$ cat src/rtl/dslot_pkg.sv
package dslot_pkg;
  typedef enum logic [1:0] {
    CAUSE_NONE    = 2'd0,
    CAUSE_ILLEGAL = 2'd1,
    CAUSE_ALIGN   = 2'd2,
    CAUSE_XLATE   = 2'd3
  } cause_e;
endpackage

$ cat src/rtl/dslot_tracker.sv
module dslot_tracker #(
  parameter int unsigned AW = 32
) (
  input  logic          clk_i,
  input  logic          rst_ni,
  input  logic          ret_valid_i,
  input  logic [AW-1:0] ret_pc_i,
  input  logic          ret_branch_i,
  input  logic          ret_taken_i,
  input  logic [AW-1:0] ret_target_i,
  input  logic          fault_i,
  output logic          in_slot_o,
  output logic [AW-1:0] br_pc_o,
  output logic [AW-1:0] br_tgt_o
);
  logic          slot_q;
  logic [AW-1:0] pc_q, tgt_q;

  always_ff @(posedge clk_i or negedge rst_ni) begin
    if (!rst_ni) begin
      slot_q <= 1'b0;
      pc_q   <= '0;
      tgt_q  <= '0;
    end else if (fault_i) begin
      slot_q <= 1'b0;
    end else if (ret_valid_i) begin
      slot_q <= ret_branch_i & ret_taken_i;
      if (ret_branch_i & ret_taken_i) begin
        pc_q  <= ret_pc_i;
        tgt_q <= ret_target_i;
      end
    end
  end

  assign in_slot_o = slot_q;
  assign br_pc_o   = pc_q;
  assign br_tgt_o  = tgt_q;

  AST_SLOT_CLEAR: assert property (@(posedge clk_i) disable iff (!rst_ni)
    fault_i |=> !in_slot_o);
endmodule

$ cat src/rtl/dslot_irq_gate.sv
module dslot_irq_gate (
  input  logic ret_valid_i,
  input  logic taken_br_i,
  input  logic in_slot_i,
  input  logic fault_i,
  input  logic irq_req_i,
  output logic irq_accept_o
);
  logic shield;

  // no interrupt between a taken branch and its slot instruction
  always_comb begin
    shield = (ret_valid_i & taken_br_i) | (~ret_valid_i & in_slot_i);
    irq_accept_o = irq_req_i & ~fault_i & ~shield;
  end
endmodule

$ cat src/rtl/dslot_epc_reg.sv
module dslot_epc_reg
  import dslot_pkg::*;
#(
  parameter int unsigned AW = 32
) (
  input  logic          clk_i,
  input  logic          rst_ni,
  input  logic          legacy_mode_i,
  input  logic          fault_i,
  input  logic          in_slot_i,
  input  logic [AW-1:0] ret_pc_i,
  input  logic [AW-1:0] br_pc_i,
  input  logic [AW-1:0] br_tgt_i,
  input  logic          flt_illegal_i,
  input  logic          flt_align_i,
  input  logic          flt_xlate_i,
  output logic [AW-1:0] epc_o,
  output logic          in_slot_o,
  output cause_e        cause_o
);
  logic [AW-1:0] epc_d;
  cause_e        cause_d;

  always_comb begin
    if (!in_slot_i)         epc_d = ret_pc_i;
    else if (legacy_mode_i) epc_d = br_tgt_i;
    else                    epc_d = br_pc_i;
    if (flt_illegal_i)      cause_d = CAUSE_ILLEGAL;
    else if (flt_align_i)   cause_d = CAUSE_ALIGN;
    else if (flt_xlate_i)   cause_d = CAUSE_XLATE;
    else                    cause_d = CAUSE_NONE;
  end

  always_ff @(posedge clk_i or negedge rst_ni) begin
    if (!rst_ni) begin
      epc_o     <= '0;
      in_slot_o <= 1'b0;
      cause_o   <= CAUSE_NONE;
    end else if (fault_i) begin
      epc_o     <= epc_d;
      in_slot_o <= in_slot_i;
      cause_o   <= cause_d;
    end
  end

  AST_EPC_HOLD: assert property (@(posedge clk_i) disable iff (!rst_ni)
    !fault_i |=> $stable(epc_o) && $stable(in_slot_o) && $stable(cause_o));
  AST_FLAG_CLEAR: assert property (@(posedge clk_i) disable iff (!rst_ni)
    fault_i && !in_slot_i |=> !in_slot_o && epc_o == $past(ret_pc_i));
  AST_CAUSE_SET: assert property (@(posedge clk_i) disable iff (!rst_ni)
    fault_i |=> cause_o != CAUSE_NONE);
endmodule

$ cat src/rtl/dslot_epc_ctrl.sv
module dslot_epc_ctrl
  import dslot_pkg::*;
#(
  parameter int unsigned AW = 32
) (
  input  logic          clk_i,
  input  logic          rst_ni,
  input  logic          legacy_mode_i,
  input  logic          ret_valid_i,
  input  logic [AW-1:0] ret_pc_i,
  input  logic          ret_branch_i,
  input  logic          ret_taken_i,
  input  logic [AW-1:0] ret_target_i,
  input  logic          irq_req_i,
  input  logic          flt_illegal_i,
  input  logic          flt_align_i,
  input  logic          flt_xlate_i,
  output logic          irq_accept_o,
  output logic [AW-1:0] pcrel_base_o,
  output logic [AW-1:0] epc_o,
  output logic          epc_in_slot_o,
  output logic [1:0]    epc_cause_o
);
  logic          fault, in_slot;
  logic [AW-1:0] br_pc, br_tgt;
  cause_e        cause;

  assign fault = ret_valid_i & (flt_illegal_i | flt_align_i | flt_xlate_i);

  dslot_tracker #(.AW(AW)) u_track (
    .clk_i, .rst_ni, .ret_valid_i, .ret_pc_i, .ret_branch_i, .ret_taken_i,
    .ret_target_i, .fault_i(fault), .in_slot_o(in_slot),
    .br_pc_o(br_pc), .br_tgt_o(br_tgt)
  );

  dslot_irq_gate u_gate (
    .ret_valid_i, .taken_br_i(ret_branch_i & ret_taken_i), .in_slot_i(in_slot),
    .fault_i(fault), .irq_req_i, .irq_accept_o
  );

  dslot_epc_reg #(.AW(AW)) u_epc (
    .clk_i, .rst_ni, .legacy_mode_i, .fault_i(fault), .in_slot_i(in_slot),
    .ret_pc_i, .br_pc_i(br_pc), .br_tgt_i(br_tgt), .flt_illegal_i,
    .flt_align_i, .flt_xlate_i, .epc_o, .in_slot_o(epc_in_slot_o), .cause_o(cause)
  );

  assign pcrel_base_o = in_slot ? br_tgt : ret_pc_i;
  assign epc_cause_o  = cause;

  AST_NO_IRQ_ON_BRANCH: assert property (@(posedge clk_i) disable iff (!rst_ni)
    ret_valid_i && ret_branch_i && ret_taken_i |-> !irq_accept_o);
  AST_NO_IRQ_ON_FAULT: assert property (@(posedge clk_i) disable iff (!rst_ni)
    ret_valid_i && (flt_illegal_i || flt_align_i || flt_xlate_i) |-> !irq_accept_o);
  AST_IRQ_NEEDS_REQ: assert property (@(posedge clk_i) disable iff (!rst_ni)
    irq_accept_o |-> irq_req_i);
  AST_PCREL_OWN: assert property (@(posedge clk_i) disable iff (!rst_ni)
    !in_slot |-> pcrel_base_o == ret_pc_i);
  AST_SLOT_AFTER_TAKEN: assert property (@(posedge clk_i) disable iff (!rst_ni)
    ret_valid_i && ret_branch_i && ret_taken_i && !fault |=> in_slot);
endmodule

$ cat config.mk
export PLATFORM = sky130hd
export DESIGN_NAME = dslot_epc_ctrl
export DESIGN_NICKNAME = d
export VERILOG_FILES = /design/src/rtl/dslot_pkg.sv /design/src/rtl/dslot_tracker.sv /design/src/rtl/dslot_irq_gate.sv /design/src/rtl/dslot_epc_reg.sv /design/src/rtl/dslot_epc_ctrl.sv
export SDC_FILE = /design/constraint.sdc
export NUM_CORES = 1
export LEC_CHECK = 0
export ABC_CLOCK_PERIOD_IN_PS = 1600
export BUFFER_PORTS_ARGS = -buffer_cell sky130_fd_sc_hd__buf_2
export CAP_MARGIN = 20
export CORE_UTILIZATION = 47
export DETAILED_ROUTE_END_ITERATION = 7
export GPL_TIMING_DRIVEN = 0
export PLACE_DENSITY = 0.84
export SKIP_LAST_GASP = 1
export SYNTH_ARGS = -nofsm -noshare
export SYNTH_HDL_FRONTEND = slang
export SYNTH_SLANG_ARGS = --single-unit
$ cat constraint.sdc
create_clock -name clk_i -period 1.6 [get_ports clk_i]
set_clock_uncertainty 0.05 [all_clocks]
set_input_delay 0.16 -clock clk_i [delete_from_list [all_inputs] [get_ports clk_i]]
set_output_delay 0.16 -clock clk_i [all_outputs]
set_load 0.01 [all_outputs]
### Word level (Yosys, flattened, before mapping)

Index checks and enable logic that the tools add are counted.

* $lt $le $gt $ge: 0
* shift-type cells: 0
* bitwise gates (word level): 12
* equality and inequality tests: 0
* mux-type cells: 8
* div/mod/pow operators: 0
* reductions and logical operators: 2
* $mul: 0
* add/sub/neg operators: 0

Operator list (count)
* $mux 32: 3
* $and 1x1->1: 6
* $mux 2: 3
* $not 1->1: 3
* $or 1x1->1: 3
* $reduce_and 3->1: 1
* $mux 1: 2
* $reduce_bool 2->1: 1

* logic and storage cells: 28
* RAM bits: 0
* ROM bits: 0
* input port bits: 74
* bits in latches: 0
* flip-flop bits (word level): 100
* memories kept: 0

### Logic depth before layout (Yosys ltp)

Gate-level depths: netlist of the first run.

* word-level depth: 6
* gate-level depth with buffers: 5
* gate-level depth less buffers: 3

### By module

A second synthesis of the first run with hierarchy kept.

* cells, all modules: 371
* area total of the unflattened synthesis: 5465.2 µm²

By module, submodules not included
* dslot_tracker: cells an instance 140, instances 1, area each 2728.9 µm²
* dslot_epc_reg: cells an instance 191, instances 1, area each 2149.6 µm²
* dslot_epc_ctrl: cells an instance 38, instances 1, area each 559.3 µm²
* dslot_irq_gate: cells an instance 2, instances 1, area each 27.5 µm²

### Least setup slack after synthesis of the first run

Ideal clock, no wire load.

* path type: flip-flop to flip-flop
* start: register u_track.slot_q, in the netlist u_track.in_slot_o
* end: register u_epc.epc_o[0]
* buffers on the path: 3
* setup time: 0.118 ns
* slack: 0.084 ns
* cell stages (with the launch flop): 6
* arrival time: 1.348 ns
* cells stage by stage: dfrtp_1 > clkbuf_1 > clkbuf_1 > clkbuf_1 > a211oi_1 > a21o_1

* word-level cells in the longest chain between the ends: 1

RTL lines
* start: declaration: line dslot_tracker.sv:16 `logic slot_q;`
* start signal: assignment: line dslot_tracker.sv:27 `slot_q <= ret_branch_i & ret_taken_i;`
* $mux 32: line dslot_epc_reg.sv:25 `if (!in_slot_i) epc_d = ret_pc_i;`
* end signal: assignment: line dslot_epc_reg.sv:40 `epc_o <= epc_d;`
* end: declaration: line dslot_epc_reg.sv:17 `output logic [AW-1:0] epc_o,`

Every way passes these cells.
A chain may end at the register's enable or synchronous reset.

### Final worst setup path of the first run

* start: register u_track.slot_q, in the netlist u_track.in_slot_o
* end: output port pcrel_base_o[30]

* word-level cells in the longest chain between the ends: 1

RTL lines
* $mux 32: line dslot_epc_ctrl.sv:47 `assign pcrel_base_o = in_slot ? br_tgt : ret_pc_i;`
* end: declaration: line dslot_epc_ctrl.sv:19 `output logic [AW-1:0] pcrel_base_o,`

Every way passes these cells.

==> results of run 1 <==
[power by group through the flow]
stage                     Combinational, uW  Clock (uW)  Sequential [uW]
after floorplan                         676           0             3230
after global placement                 1100           0             3220
after detailed placement               1170           0             3260
after CTS                              1310        1700             3200
after global routing                   1450        1780             3270
final                                  1320        1660             3220
[logic make-up (layout without fill, tap and decap cells)]
group,Yosys count,in the layout,share of synthesized area (%)
AOI/OAI and AO/OA,70,70,11.0
buffers and inverters,29,247,3.36
and+or+nand+nor,37,37,3.57
DFF,100,100,52.5
muxes,129,129,29.6
[per-stage QoR]
stage / instances / cell area, um^2 / util [%]
global placement: 638 / 5640 / 57.4
finish: 716 / 6640 / 67.6
floorplan: 365 / 4770 / -
detailed placement: 639 / 5670 / 57.7
global route: 716 / 6640 / 67.6
CTS: 714 / 6600 / 67.2
[worst max-delay path, stage by stage, from the launching register on]
cell and delay [ns]:
dfrtp_2 0.38, buf_12 0.14, clkbuf_16 0.17, mux2_2 0.33, buf_2 0.14
[registers in the layout, indices dropped and copies added, names as in the netlist]
signal / count
u_epc.epc_o: 32
u_track.br_pc_o: 32
u_track.br_tgt_o: 32
u_epc.cause_o: 2
u_epc.in_slot_o: 1
u_track.in_slot_o: 1
[Yosys cell counts]
library cell | instances | area share [%]
mux2_1 | 5 | 1.2
inv_1 | 1 | 0.079
a22oi_1 | 1 | 0.16
nand2b_1 | 1 | 0.13
buf_2 | 5 | 0.52
nand3_2 | 1 | 0.21
mux2i_1 | 32 | 6.7
a211oi_1 | 32 | 5.0
nor2_1 | 33 | 2.6
buf_6 | 6 | 1.4
dfrtp_1 | 100 | 52
o41ai_1 | 1 | 0.18
o22a_1 | 1 | 0.18
and4_1 | 1 | 0.18
buf_1 | 3 | 0.24
o21ai_0 | 1 | 0.10
mux2_2 | 92 | 22
nor4_4 | 1 | 0.45
o31ai_1 | 1 | 0.16
a21o_1 | 32 | 5.0
a21oi_1 | 1 | 0.10
clkbuf_1 | 14 | 1.1
[timing repair]
item                                   4_1_cts  5_1_grt
setup endpoints to repair                   66       83
gates resized for setup                     28        9
endpoints found under the hold margin       99        0
buffers inserted                             2        2
cloned                                       2        0
hold buffers                                56        0
pin swaps                                    0        3
[final cells by class]
cell class                      count  area share (%)
Sequential cell                   100            37.7
Multi-Input combinational cell    236            32.1
Timing Repair Buffer              203            20.7
Buffer                             27            3.90
Tap cell                          133            2.51
Clock buffer                       11            2.13
Clock inverter                      5           0.904
Inverter                            1          0.0565
[worst paths after layout]
path / cells past startpoint / end
setup / recovery: 4 / pcrel_base_o[30]
hold / removal: 2 / u_track.br_pc_o[20]
setup reg to reg: 5 / u_epc.epc_o[9]
hold reg to reg: 1 / u_epc.epc_o[6]
max in group asynchronous: 3 / u_track.br_pc_o[14]
min in group asynchronous: 2 / u_epc.epc_o[6]
[routing by layer]
| metal | GRT usage [%] | share of wire [%] | vias up |
|---|---|---|---|
| met5 | 0 | 0 | - |
| met3 | 5.36 | 4.2 | 27 |
| met4 | 12.5 | 2.6 | 0 |
| met2 | 45.2 | 52 | 128 |
| met1 | 31.7 | 41 | 1936 |
| li1 | - | - | 1767 |
==> flow_summary.json, run 1 <==
{
  "pwr-share-seq_pct": 51.8,
  "multi_input_area_um2": 2130,
  "worst_pin_slew_ns": 0.614,
  "clkLatencyLatePin_ns": 0.37,
  "row_count": 36,
  "synth.distinct_cells": 22,
  "violations": "setup timing",
  "grt_overflow_total": 0,
  "final_cell_mix": "buf_2, dfrtp_1, mux2_2",
  "worstPathArrival_ns": 1.55,
  "p_comb_share_pct": 21.4,
  "die_area_um2": 10600,
  "routedWlPerCell_um": 18.3,
  "htree_levels": 3,
  "io_pins": 142,
  "routed_wl_mm": 13.1,
  "clk_pin_slew_ns": 0.10,
  "drt.antenna.violating_nets": 0,
  "p_leak_uw": 0.00333,
  "pwr-share-clk_pct": 26.8,
  "grt_first_pass_wirelength_mm": 20.5,
  "regArea_um2": 2500,
  "grt_pass1_vias": 4044,
  "irDropWorstVdd_uv": 437,
  "n_fill_cell": 749,
  "grt_max_degree": 57,
  "max_freq_ghz": 0.569,
  "p_int_uw": 4450,
  "drtIter0Drc": 110,
  "crit_required_ns": 1.39,
  "startpoint": "u_track.in_slot_o",
  "setup_violations": 32,
  "ys_seq_area_share_pct": 52.5,
  "dp_slack_ns": -0.470,
  "slew_violations": 0,
  "start_kind": "flop",
  "coreArea_um2": 9820,
  "postSynthRegisterBits": 100,
  "area.growth.synth_to_final_pct": 39.3,
  "hold_class": "in -> reg",
  "cts_sinks": 100,
  "antenna_found_initial": 0,
  "final_common_cell": "buf_2",
  "clock-root-buffer": "clkbuf_8",
  "power_density_nw_per_um2": 934,
  "vias_per_cell": 5.39,
  "gp_congestion": 0.784,
  "port_buffers": 140,
  "tritoncts": "done",
  "min_period_ns": 1.76,
  "slew_headroom_pct": 59.1,
  "rsz0062_at_grt": "yes",
  "die_y_um": 103,
  "dr.pass1.iters": 4,
  "swShare_pct": 28.2,
  "hpwl_mm": 8.60,
  "power_uw": 6200,
  "reg2reg_from": "u_track.in_slot_o",
  "syn_nets": 439,
  "fin_crit_sh_pct": 110,
  "min-delay-start": "ret_pc_i[20]",
  "grt.total_usage_pct": 26.3,
  "setup_tns_ns": -4.34,
  "r2r_slack_ns": 0.06,
  "synth_area_per_cell_um2": 13.1,
  "setup_ws_ns": -0.157,
  "worstSetupEndpointType": "primary output",
  "cts_buffer_depth": 2,
  "maxCapViolations": 0,
  "dr_total_vias": 3858,
  "post-route-drc-count": 0,
  "insertedDiodeCount": 0,
  "cts_buffers": 9,
  "cp_max_fo": 10,
  "syn_area_um2": 4770,
  "nets": 652,
  "power_switching_uw": 1750,
  "criticalPathCategory": "reg -> out",
  "drive_above_1_share_pct": 48.2,
  "report.final.hold_viol_count": 0,
  "fin_hold_ws_ns": 0.0156,
  "synthCells": 365,
  "status": "complete, but fails checks",
  "yosysWarnings": 0,
  "chipWidth_um": 103,
  "start_util_pct": 48.6
}
Power figures use the tool's default switching activity.
==> inputs of run 2 (changes only) <==
--- a/config.mk
+++ b/config.mk
@@ -11,7 +11,8 @@
 export CORE_UTILIZATION = 47
 export DETAILED_ROUTE_END_ITERATION = 7
 export GPL_TIMING_DRIVEN = 0
-export PLACE_DENSITY = 0.84
+export PLACE_DENSITY = 0.76
+export REMOVE_ABC_BUFFERS = 1
 export SKIP_LAST_GASP = 1
 export SYNTH_ARGS = -nofsm -noshare
 export SYNTH_HDL_FRONTEND = slang
==> flow_summary.json, run 2 (synthesized netlist as in run 1, its figures left out) <==
{
  "chipWidth_um": 103,
  "final_core_util_pct": 65.2,
  "dr.pass1.iters": 4,
  "crit_chain": "buf_6, mux2_2, buf_2",
  "hold_class": "in -> reg",
  "criticalPathCategory": "reg -> out",
  "power_density_nw_per_um2": 947,
  "cp_slowest_stage_delay_ns": 0.48,
  "report.final.hold_viol_count": 0,
  "slew_violations": 0,
  "start_kind": "flop",
  "clock-root-buffer": "clkbuf_8",
  "fin_hold_ws_ns": 0.0202,
  "setup_violations": 33,
  "p_leak_uw": 0.00322,
  "start_util_pct": 48.6,
  "final_common_cell": "buf_2",
  "grt_first_pass_wirelength_mm": 17.7,
  "die_y_um": 103,
  "irDropWorstVdd_uv": 529,
  "slew_headroom_pct": 25.1,
  "tritoncts": "done",
  "clk_pin_slew_ns": 0.10,
  "worstPathArrival_ns": 1.55,
  "p_int_uw": 4460,
  "row_count": 36,
  "die_area_um2": 10600,
  "status": "complete, but fails checks",
  "hpwl_mm": 6.87,
  "power_switching_uw": 1610,
  "max_freq_ghz": 0.570,
  "insertedDiodeCount": 0,
  "rsz0062_at_grt": "yes",
  "coreArea_um2": 9820,
  "post-route-drc-count": 0,
  "violations": "setup timing",
  "crit_family": "flip-flops",
  "port_buffers": 141,
  "critical_path_buf_inv_count": 2,
  "crit_slowest_cell": "dfrtp_4",
  "grt_max_degree": 59,
  "setup_tns_ns": -4.35,
  "setup_ws_ns": -0.156,
  "nets": 625,
  "startpoint": "u_track.in_slot_o",
  "min-delay-start": "ret_pc_i[15]",
  "final_cell_mix": "buf_2, dfrtp_1, mux2_2",
  "grt.total_usage_pct": 22.2,
  "crit_required_ns": 1.39,
  "min_period_ns": 1.76,
  "io_pins": 142,
  "routed_wl_mm": 11.3,
  "cts_buffers": 9,
  "antenna_found_initial": 0,
  "power_uw": 6070,
  "cts_sinks": 100,
  "swShare_pct": 26.5,
  "cts_buffer_depth": 2,
  "pwr-share-seq_pct": 52.7,
  "maxCapViolations": 0,
  "grt_pass1_vias": 3614,
  "routedWlPerCell_um": 16.4,
  "p_comb_share_pct": 20.7,
  "drive_above_1_share_pct": 48.1,
  "clkLatencyLatePin_ns": 0.35,
  "vias_per_cell": 5.33,
  "gp_congestion": 0.742,
  "reg2reg_from": "u_track.in_slot_o",
  "grt_overflow_total": 0,
  "fin_crit_sh_pct": 110,
  "cp_max_fo": 12,
  "drt.antenna.violating_nets": 0,
  "drtIter0Drc": 99,
  "worst_pin_slew_ns": 1.12,
  "pwr-share-clk_pct": 26.6,
  "placed_cell_area_um2": 5640,
  "fin_area_um2": 6400,
  "area.growth.synth_to_final_pct": 34.3,
  "htree_levels": 3,
  "worstSetupEndpointType": "primary output",
  "dr_total_vias": 3667
}
[run 2: changes by cell type in the layout (fill, tap and decap cells not counted), sizes merged]
cell	delta
clkinv	-1
clkinvlp	-1
inv	-1
bufbuf	+1
buf	-4
clkbuf	-11
dlygate4sd3	-11
[run 2: what timing repair did]
item / 4_1_cts / 5_1_grt
hold buffers: 45 / 0
hold endpoints to repair: 101 / 0
gates resized for setup: 1 / 0
pin swaps: 1 / 0
gates cloned: 1 / 0
setup endpoints to repair: 88 / 33
setup buffers: 7 / 0
[run 2: path summary, 6_finish.rpt]
kind	depth (start not counted)	slack, ns	end
worst max-delay path	3	-0.16	pcrel_base_o[30]
worst min-delay path	2	0.02	u_track.br_pc_o[15]
worst max register to register	5	0.12	u_epc.epc_o[20]
worst min register to register	1	0.43	u_epc.epc_o[6]
max in group asynchronous	3	0.46	u_track.in_slot_o
min in group asynchronous	2	0.35	u_epc.epc_o[12]
[run 2: worst register-to-register path: cells and delay by family, from the launching register on]
| kind | cells | cell delay [ns] |
|---|---|---|
| and+or+nand+nor | 1 | 0.12 |
| buffers and inverters | 2 | 0.45 |
| AOI/OAI and AO/OA | 2 | 0.22 |
| DFF | 1 | 0.53 |
[run 2: layer usage]
layer	share of wire, %	GRT usage, %
met1	43	26.7
met2	52	38.9
met3	4.1	3.93
met4	1.6	9.78
met5	0	0
[run 2: stage by stage]
step	instances	setup WS [ns]
detailed placement	620	-0.599
global placement	611	-5.55
finish	688	-0.156
floorplan	337	-3.07
global route	688	-0.209
CTS	688	-0.160
[run 2: final cells by class]
| class | instances | area (um^2) |
|---|---|---|
| tap | 133 | 166 |
| fill | 770 | 3420 |
| multi-input combinational | 236 | 2120 |
| clock buffer | 13 | 159 |
| inverter | 1 | 3.75 |
| timing repair buffer | 203 | 1410 |
| sequential | 100 | 2510 |
| clock inverter | 2 | 35.0 |
[run 2: power by group through the flow]
stage / Clock, uW / Combinational (uW) / Sequential, uW
after global routing: 1750 / 1390 / 3250
after CTS: 1670 / 1270 / 3190
final: 1620 / 1260 / 3190
after detailed placement: 0 / 1150 / 3250
after floorplan: 0 / 645 / 3240
after global placement: 0 / 1080 / 3220
==> inputs of run 3 (changes only) <==
--- a/config.mk
+++ b/config.mk
@@ -13,7 +13,6 @@
 export GPL_TIMING_DRIVEN = 0
 export PLACE_DENSITY = 0.76
 export REMOVE_ABC_BUFFERS = 1
-export SKIP_LAST_GASP = 1
 export SYNTH_ARGS = -nofsm -noshare
 export SYNTH_HDL_FRONTEND = slang
 export SYNTH_SLANG_ARGS = --single-unit
==> flow_summary.json, run 3 (synthesized netlist as in run 1, its figures left out) <==
{
  "clkLatencyLatePin_ns": 0.35,
  "die_y_um": 103,
  "grt_max_degree": 59,
  "rsz0062_at_grt": "yes",
  "worst_pin_slew_ns": 1.12,
  "hpwl_mm": 6.87,
  "criticalPathCategory": "reg -> out",
  "clock-root-buffer": "clkbuf_8",
  "pwr-share-clk_pct": 26.6,
  "p_leak_uw": 0.00323,
  "routed_wl_mm": 11.4,
  "clk_pin_slew_ns": 0.09,
  "grt_overflow_total": 0,
  "post-route-drc-count": 0,
  "row_count": 36,
  "p_int_uw": 4460,
  "status": "complete, but fails checks",
  "setup_violations": 33,
  "worstPathArrival_ns": 1.54,
  "cts_sinks": 100,
  "hold_class": "in -> reg",
  "vias_per_cell": 5.32,
  "dr.pass1.iters": 4,
  "drive_above_1_share_pct": 48.1,
  "max_freq_ghz": 0.571,
  "insertedDiodeCount": 0,
  "report.final.hold_viol_count": 0,
  "final_common_cell": "buf_2",
  "fin_crit_sh_pct": 109,
  "grt.total_usage_pct": 22.2,
  "irDropWorstVdd_uv": 529,
  "htree_levels": 3,
  "start_kind": "flop",
  "r2r_slack_ns": 0.12,
  "cp_max_fo": 25,
  "coreArea_um2": 9820,
  "violations": "setup timing",
  "dr_total_vias": 3660,
  "final_cell_mix": "buf_2, dfrtp_1, mux2_2",
  "power_switching_uw": 1610,
  "grt_pass1_vias": 3614,
  "nets": 625,
  "crit_required_ns": 1.39,
  "drtIter0Drc": 102,
  "area.growth.synth_to_final_pct": 34.5,
  "min_period_ns": 1.75,
  "maxCapViolations": 0,
  "slew_headroom_pct": 25.7,
  "pwr-share-seq_pct": 52.6,
  "cts_buffer_depth": 2,
  "worstSetupEndpointType": "primary output",
  "dp_slack_ns": -0.599,
  "cts_buffers": 9,
  "grt_first_pass_wirelength_mm": 17.7,
  "gp_congestion": 0.742,
  "setup_ws_ns": -0.152,
  "die_area_um2": 10600,
  "tritoncts": "done",
  "io_pins": 142,
  "slew_violations": 0,
  "swShare_pct": 26.5,
  "p_comb_share_pct": 20.8,
  "start_util_pct": 48.6,
  "antenna_found_initial": 0,
  "chipWidth_um": 103,
  "port_buffers": 141,
  "drt.antenna.violating_nets": 0,
  "routedWlPerCell_um": 16.6,
  "power_uw": 6070,
  "power_density_nw_per_um2": 947
}
## run 3: worst max-delay path, stage by stage (launching register included)
cell and delay [ns]:
dfrtp_4 0.48, buf_12 0.19, mux2_2 0.36, buf_2 0.14
## run 3: routing by layer
metal  track usage [%]  vias to the layer above  routed length (um)
met3              3.93                       17                 466
li1                  -                     1713                   -
met1              26.7                     1828                4810
met5                 0                        -                   0
met2              38.9                      102                5980
met4              9.78                        0                 163
## run 3: worst paths after layout
check,start,endpoint,cells after the start
max,u_track.in_slot_o,pcrel_base_o[14],3
min,ret_pc_i[15],u_track.br_pc_o[15],2
max reg2reg,u_track.in_slot_o,u_epc.epc_o[22],5
min reg2reg,u_epc.epc_o[14],u_epc.epc_o[14],1
max in group asynchronous,rst_ni,u_track.in_slot_o,3
min in group asynchronous,rst_ni,u_epc.epc_o[12],2
## run 3: layout make-up
cell class,instances,area [um^2]
fill,770,3410
sequential,100,2510
multi-input combinational,236,2120
timing repair buffer,203,1420
tap,133,166
clock buffer,13,159
clock inverter,2,35.0
inverter,1,3.75
## run 3: metrics by stage
step,util (%),setup TNS (ns),instances,hold slack (ns),area (um^2)
global placement,55.8,-459.40,611,0.339,5480
finish,65.3,-4.37,688,0.0199,6410
floorplan,-,-207.29,337,-0.186,4610
global route,65.3,-6.35,688,0.00532,6410
detailed placement,57.5,-34.78,620,0.220,5640
CTS,65.2,-4.61,688,0.000793,6400
## run 3: repair_timing
item	4_1_cts	5_1_grt
buffers inserted	7	0
hold buffers	45	0
gates resized for setup	1	2
gates cloned	1	0
pin swaps	1	0
endpoints found under the hold margin	101	0
setup endpoints to repair	88	33
## run 3: power by group through the flow
stage	logic (uW)	clock network, uW	registers (uW)
3_3_place_gp	1080	0	3220
2_1_floorplan	645	0	3240
6_report	1260	1620	3190
3_5_place_dp	1150	0	3250
4_1_cts	1270	1670	3190
5_1_grt	1390	1750	3250
